==> src/rtl/mps_pkg.sv <==
package mps_pkg;

  typedef enum logic [2:0] {
    ST_IDLE,
    ST_SETUP,
    ST_SHIFT,
    ST_HOLD,
    ST_DONE
  } mps_state_t;

  // strobes issued by the control toward the datapath
  typedef struct packed {
    logic load;      // latch a new frame
    logic shiftOut;  // advance the outgoing bit (falling edge)
    logic capture;   // take one incoming bit (falling edge)
  } mps_strobe_t;

endpackage

==> src/rtl/mps_ctrl.sv <==
module mps_ctrl
  import mps_pkg::*;
#(
  parameter int FRAME_W      = 26,
  parameter int HALF_DIV     = 4,
  parameter int SETUP_HALVES = 1,
  parameter int HOLD_HALVES  = 1
) (
  input  logic        clk,
  input  logic        rstN,
  input  logic        start,
  output logic        sclk,
  output logic        csN,
  output logic        busy,
  output logic        done,
  output mps_strobe_t strobe
);

  localparam int DIV_W  = $clog2(HALF_DIV) + 1;
  localparam int PH_MAX = (SETUP_HALVES > HOLD_HALVES) ? SETUP_HALVES : HOLD_HALVES;
  localparam int PH_W   = $clog2(PH_MAX) + 1;
  localparam int BIT_W  = $clog2(FRAME_W) + 1;

  mps_state_t       stateQ;
  logic [DIV_W-1:0] divCnt;
  logic [PH_W-1:0]  phaseCnt;
  logic [BIT_W-1:0] bitCnt;
  logic             sclkQ, csNQ, doneQ;
  logic             tick;

  assign tick = (divCnt == DIV_W'(HALF_DIV - 1));

  always_comb begin
    strobe          = '0;
    strobe.load     = start && (stateQ == ST_IDLE);
    strobe.shiftOut = (stateQ == ST_SHIFT) && tick && sclkQ;
    strobe.capture  = (stateQ == ST_SHIFT) && tick && sclkQ;
  end

  always_ff @(posedge clk or negedge rstN) begin
    if (!rstN) begin
      stateQ   <= ST_IDLE;
      divCnt   <= '0;
      phaseCnt <= '0;
      bitCnt   <= '0;
      sclkQ    <= 1'b0;
      csNQ     <= 1'b1;
      doneQ    <= 1'b0;
    end else begin
      doneQ <= 1'b0;
      if (stateQ == ST_SETUP || stateQ == ST_SHIFT || stateQ == ST_HOLD)
        divCnt <= tick ? '0 : divCnt + 1'b1;
      case (stateQ)
        ST_IDLE: begin
          if (start) begin
            csNQ     <= 1'b0;
            divCnt   <= '0;
            phaseCnt <= '0;
            stateQ   <= ST_SETUP;
          end
        end
        ST_SETUP: begin
          if (tick) begin
            if (phaseCnt == PH_W'(SETUP_HALVES - 1)) begin
              sclkQ  <= 1'b1;
              bitCnt <= '0;
              stateQ <= ST_SHIFT;
            end else begin
              phaseCnt <= phaseCnt + 1'b1;
            end
          end
        end
        ST_SHIFT: begin
          if (tick) begin
            if (sclkQ) begin
              sclkQ <= 1'b0;
              if (bitCnt == BIT_W'(FRAME_W - 1)) begin
                phaseCnt <= '0;
                stateQ   <= ST_HOLD;
              end else begin
                bitCnt <= bitCnt + 1'b1;
              end
            end else begin
              sclkQ <= 1'b1;
            end
          end
        end
        ST_HOLD: begin
          if (tick) begin
            if (phaseCnt == PH_W'(HOLD_HALVES - 1)) begin
              csNQ   <= 1'b1;
              stateQ <= ST_DONE;
            end else begin
              phaseCnt <= phaseCnt + 1'b1;
            end
          end
        end
        ST_DONE: begin
          doneQ  <= 1'b1;
          stateQ <= ST_IDLE;
        end
        default: stateQ <= ST_IDLE;
      endcase
    end
  end

  assign sclk = sclkQ;
  assign csN  = csNQ;
  assign done = doneQ;
  assign busy = (stateQ != ST_IDLE);

  // bit index never runs past the frame
  p_bit_bound_r5: assert property (@(posedge clk) disable iff (!rstN)
    bitCnt < BIT_W'(FRAME_W));

  // completion lasts a single cycle
  p_done_single_r10: assert property (@(posedge clk) disable iff (!rstN)
    done |=> !done);

  // a start seen while busy never reloads the frame
  p_no_reload_busy_r9: assert property (@(posedge clk) disable iff (!rstN)
    (busy && start) |-> !strobe.load);

endmodule

==> src/rtl/mps_datapath.sv <==
module mps_datapath
  import mps_pkg::*;
#(
  parameter int ADDR_W = 9,
  parameter int DATA_W = 16
) (
  input  logic              clk,
  input  logic              rstN,
  input  mps_strobe_t       strobe,
  input  logic [ADDR_W-1:0] addr,
  input  logic              rdNotWr,
  input  logic [DATA_W-1:0] wdata,
  input  logic              miso,
  output logic              mosi,
  output logic [DATA_W-1:0] rdata
);

  localparam int FRAME_W = ADDR_W + 1 + DATA_W;

  logic [FRAME_W-1:0] frameQ;
  logic [DATA_W-1:0]  capQ;

  always_ff @(posedge clk or negedge rstN) begin
    if (!rstN) begin
      frameQ <= '0;
    end else if (strobe.load) begin
      frameQ <= {addr, rdNotWr, rdNotWr ? {DATA_W{1'b0}} : wdata};
    end else if (strobe.shiftOut) begin
      frameQ <= {frameQ[FRAME_W-2:0], 1'b0};
    end
  end

  always_ff @(posedge clk or negedge rstN) begin
    if (!rstN) begin
      capQ <= '0;
    end else if (strobe.capture) begin
      capQ <= {capQ[DATA_W-2:0], miso};
    end
  end

  assign mosi  = frameQ[FRAME_W-1];
  assign rdata = capQ;

  // a load and a shift never collide
  p_load_shift_excl_r1: assert property (@(posedge clk) disable iff (!rstN)
    !(strobe.load && strobe.shiftOut));

endmodule

==> src/rtl/mixphase_spi_master.sv <==
module mixphase_spi_master
  import mps_pkg::*;
#(
  parameter int ADDR_W       = 9,
  parameter int DATA_W       = 16,
  parameter int HALF_DIV     = 4,
  parameter int SETUP_HALVES = 1,
  parameter int HOLD_HALVES  = 1
) (
  input  logic              clk,
  input  logic              rstN,
  input  logic              start,
  input  logic [ADDR_W-1:0] addr,
  input  logic              rdNotWr,
  input  logic [DATA_W-1:0] wdata,
  output logic              busy,
  output logic              done,
  output logic [DATA_W-1:0] rdata,
  output logic              sclk,
  output logic              csN,
  output logic              mosi,
  input  logic              miso
);

  localparam int FRAME_W = ADDR_W + 1 + DATA_W;

  generate
    if (HALF_DIV < 1 || SETUP_HALVES < 1 || HOLD_HALVES < 1 || DATA_W < 2) begin : g_badParam
      $error("mixphase_spi_master: timing parameters must be at least 1");
    end
  endgenerate

  mps_strobe_t strobe;

  mps_ctrl #(
    .FRAME_W     (FRAME_W),
    .HALF_DIV    (HALF_DIV),
    .SETUP_HALVES(SETUP_HALVES),
    .HOLD_HALVES (HOLD_HALVES)
  ) u_ctrl (
    .clk   (clk),
    .rstN  (rstN),
    .start (start),
    .sclk  (sclk),
    .csN   (csN),
    .busy  (busy),
    .done  (done),
    .strobe(strobe)
  );

  mps_datapath #(
    .ADDR_W(ADDR_W),
    .DATA_W(DATA_W)
  ) u_dp (
    .clk    (clk),
    .rstN   (rstN),
    .strobe (strobe),
    .addr   (addr),
    .rdNotWr(rdNotWr),
    .wdata  (wdata),
    .miso   (miso),
    .mosi   (mosi),
    .rdata  (rdata)
  );

  // clock pulses only inside the chip-select window
  p_sclk_in_cs_r2: assert property (@(posedge clk) disable iff (!rstN)
    sclk |-> !csN);

  // chip select low implies an access in progress
  p_cs_busy_r2: assert property (@(posedge clk) disable iff (!rstN)
    !csN |-> busy);

  // outgoing data holds while the clock is high
  p_mosi_stable_r3: assert property (@(posedge clk) disable iff (!rstN)
    sclk |-> $stable(mosi));

  // completion only after release, with the block idle
  p_done_released_r10: assert property (@(posedge clk) disable iff (!rstN)
    done |-> (csN && !busy));

  // outgoing line idles low between frames
  p_mosi_idle_r11: assert property (@(posedge clk) disable iff (!rstN)
    (csN && !busy) |-> !mosi);

endmodule

==> config.mk <==
export PLATFORM = sky130hd
export DESIGN_NAME = mixphase_spi_master
export DESIGN_NICKNAME = d
export VERILOG_FILES = /design/src/rtl/mps_pkg.sv /design/src/rtl/mps_ctrl.sv /design/src/rtl/mps_datapath.sv /design/src/rtl/mixphase_spi_master.sv
export SDC_FILE = /design/constraint.sdc
export NUM_CORES = 1
export LEC_CHECK = 0
export ABC_AREA = 1
export BUFFER_PORTS_ARGS = -buffer_cell sky130_fd_sc_hd__buf_4
export CAP_MARGIN = 20
export CORE_ASPECT_RATIO = 1.25
export CORE_MARGIN = 3
export CORE_UTILIZATION = 25
export DETAILED_ROUTE_END_ITERATION = 6
export GPL_TIMING_DRIVEN = 1
export PLACE_DENSITY = 0.53
export SLEW_MARGIN = 10
export SYNTH_ARGS = -nofsm -noshare
export SYNTH_HDL_FRONTEND = slang
export SYNTH_SLANG_ARGS = --single-unit
==> constraint.sdc <==
create_clock -name clk -period 2 [get_ports clk]
set_input_delay 0.4 -clock clk [delete_from_list [all_inputs] [get_ports clk]]
set_output_delay 0.4 -clock clk [all_outputs]
set_load 0.05 [all_outputs]
==> run metrics <==
result of the run=finished clean; Post-Layout Inst Area=3602 µm²; number of flip-flops and latches in the synthesized netlist=57; Leakage Power=0.001981 µW; Post-Synthesis Cells=354; routed vias=2351; slowest stage delay, CP=470 ps; Synthesis Warnings=0; peak fanout along the critical path=6; utilization of the core after routing=0.3344; Final setup violation count=0; first-pass GRT wire length=11180 µm; CTS H-tree lvls=3; combinational fraction of design power=0.330; crit-path leading delay family=flip-flops; internal cell power=3097 µW; DR pass1 iterations=4; summed negative setup slack over all endpoints=0 ps; switching power=1870 µW; Avg Cell Area, Syn=7.931 µm²; Overall Global Routing Usage=0.1120; transition time at the pin with the least slew margin=732.6 ps; total half-perimeter wirelength after legalization and detailed placement=4425 µm; WP data required=1600 ps; endpoint class of the critical path=primary output; WS Path Type=flop to primary output; number of library cell types mapped by synthesis=30; insertion delay of the later-clocked pin in the worst-skew pair=330 ps; maximum frequency from static timing analysis=0.5624 GHz; TritonCTS buffer count=9; Final GP Congestion=0.7357; fill count=1158; Sw Ratio=0.3765; hold-fix buffers at CTS=0; DRC violations left=0; final worst path period share=0.8891; total core area=10770 µm²; clock tree from TritonCTS=built; Post CTS Setup Buffer Count=0; largest net degree at the start of global routing=58; effective utilization at floorplan=0.2606; placed cell area=3286 µm²; Post-Syn Nets=387; detailed router's first-iteration violation count=103; proportion of layout cells with a drive suffix above 1=0.2005; antenna-violating nets left=0; number of gates given a new drive strength after cts=0; final hold violations=0; Crit-path slowest cell=dfrtp_1; category of the worst setup path launch point=flop; Period minus WS final=1778 ps; worst hold slack across all endpoints=125.6 ps; setup repair after global routing missed its margin=no; cell chain of the critical path=nor2_2 > nand2_1 > buf_4; port bufs=50; Reg clk slew, reported paths=60 ps; Max-Cap Viols=0; global route total overflow=0; Clock Root Buffer=clkbuf_16; total wirelength of the detailed-routed design=6442 µm; sequential element share of the synthesized area=0.5085; via count of the first global-routing pass=2412; Top Ports=51; worst hold-check path type=input pin to asynchronous set/reset pin; Placement Rows=42; CP Buf/Inv Count=1; Final Slew Violations=0; sequential share of power=0.350; power per cell area=1379 nW/µm²; maximum root-to-sink buffer count=2; total die area=12550 µm²; initial antenna violation count=0; share of total power in the clock network=0.320; vertical die dimension=124.5 µm; DR WL/cell=11.80 µm; Setup Skew=7.954 ps; number of sinks driven by the clock tree=57; largest voltage drop on the vdd net=0.4844 mV; worst endpoint data arrival time=1380 ps; Via-to-Cell Ratio=4.306; Die Width=100.8 µm; Layout area overhead=28.30%; Max-slew headroom=0.5116; number of inserted diodes=0; number of nets in the layout=442; cell area after technology mapping=2808 µm²
power groups by stage:
stage / Sequential, µW / Clock (µW) / Combinational, µW
floorplan: 1900 / 0 / 1120
global placement: 1740 / 0 / 1640
detailed placement: 1750 / 0 / 1670
CTS: 1740 / 1630 / 1670
global route: 1780 / 1680 / 1870
finish: 1740 / 1590 / 1640
area by class of cell:
cell class | instances | area, µm² | area share
clock buffer | 12 | 266.5 | 0.07398
clock inverter | 4 | 50.05 | 0.01389
inverter | 22 | 90.09 | 0.02501
multi-input combinational | 265 | 1197 | 0.3324
sequential | 57 | 1428 | 0.3963
tap | 132 | 165.2 | 0.04585
timing repair buffer | 54 | 405.4 | 0.1125
flip-flops by register name (all words and copies together) (netlist names):
name           count
u_ctrl.bitCnt      6
u_ctrl.csN         1
u_ctrl.divCnt      3
u_ctrl.done        1
u_ctrl.sclk        1
u_ctrl.stateQ      3
u_dp.frameQ       26
u_dp.rdata        16
stage by stage:
step                worst slack (ps)  total power (µW)  std cells
floorplan                      378.9              3025        354
global placement               267.8              3381        530
detailed placement             266.7              3412        530
CTS                            222.5              5033        546
global route                   78.90              5334        546
finish                         221.9              4967        546
cell usage after synthesis:
| cell type | count | share of area |
|---|---|---|
| nand2_1 | 200 | 0.27 |
| dfrtp_1 | 56 | 0.50 |
| inv_1 | 20 | 0.027 |
| nand3_1 | 14 | 0.025 |
| nor2_1 | 12 | 0.016 |
| a21boi_0 | 8 | 0.021 |
| buf_2 | 4 | 0.0071 |
| a21oi_1 | 3 | 0.0053 |
| ha_1 | 3 | 0.013 |
| nand4_1 | 3 | 0.0067 |
| nor2_4 | 3 | 0.012 |
| o21ai_0 | 3 | 0.0053 |
| buf_4 | 2 | 0.0053 |
| buf_6 | 2 | 0.0080 |
| nand2_4 | 2 | 0.0080 |
| nor2_2 | 2 | 0.0045 |
| nor3_1 | 2 | 0.0036 |
| o211ai_1 | 2 | 0.0053 |
| xnor2_1 | 2 | 0.0062 |
| a211oi_1 | 1 | 0.0027 |
| buf_12 | 1 | 0.0071 |
| buf_8 | 1 | 0.0053 |
| dfstp_2 | 1 | 0.0094 |
| inv_2 | 1 | 0.0013 |
| inv_8 | 1 | 0.0040 |
| nand2_8 | 1 | 0.0071 |
| nand3_4 | 1 | 0.0062 |
| nand3b_1 | 1 | 0.0027 |
| nor3_4 | 1 | 0.0058 |
| o21ai_1 | 1 | 0.0018 |
layer usage:
layer	part of all wire	wire [µm]	vias to the layer above	global-route usage
met1	0.47	3006	1098	0.1383
met4	0.022	142	0	0.06186
met2	0.48	3066	45	0.1788
met5	0	0	-	0
li1	-	-	1199	-
met3	0.035	226	9	0.02409
cells by family after synthesis:
family                   Yosys count  synth area share
AND/OR/NAND/NOR                  242            0.3650
flip-flops                        57            0.5085
buffers and inverters             32           0.06506
AO/OA/AOI/OAI                     18           0.04188
adder cells (fa/ha/maj)            3           0.01337
XOR/XNOR                           2          0.006240
cells in the final DEF (no fill, tap or decap), drive strengths merged, types with 2 or more instances in the layout:
| master | netlist | final |
|---|---|---|
| nor2 | 17 | 17 |
| xnor2 | 2 | 2 |
| a21boi | 8 | 8 |
| nand4 | 3 | 3 |
| o211ai | 2 | 2 |
| clkbuf | 0 | 12 |
| clkinvlp | 0 | 2 |
| ha | 3 | 3 |
| buf | 10 | 54 |
| inv | 22 | 22 |
| a21oi | 3 | 3 |
| nand3 | 15 | 15 |
| o21ai | 4 | 4 |
| dfrtp | 56 | 56 |
| nor3 | 3 | 3 |
| nand2 | 203 | 203 |
final timing paths:
check	startpoint	end	slack (ps)	cells past startpoint
worst max-delay path	u_ctrl.stateQ[0]	busy	220	3
worst min-delay path	rstN	u_dp.rdata[0]	130	1
worst max register to register	u_ctrl.stateQ[0]	u_dp.frameQ[18]	260	6
worst min register to register	u_dp.frameQ[17]	u_dp.frameQ[17]	470	2
max in group asynchronous	rstN	u_dp.frameQ[8]	1370	1
min in group clk	miso	u_dp.rdata[0]	260	3
Note: power is estimated with default switching activity, not from simulation.
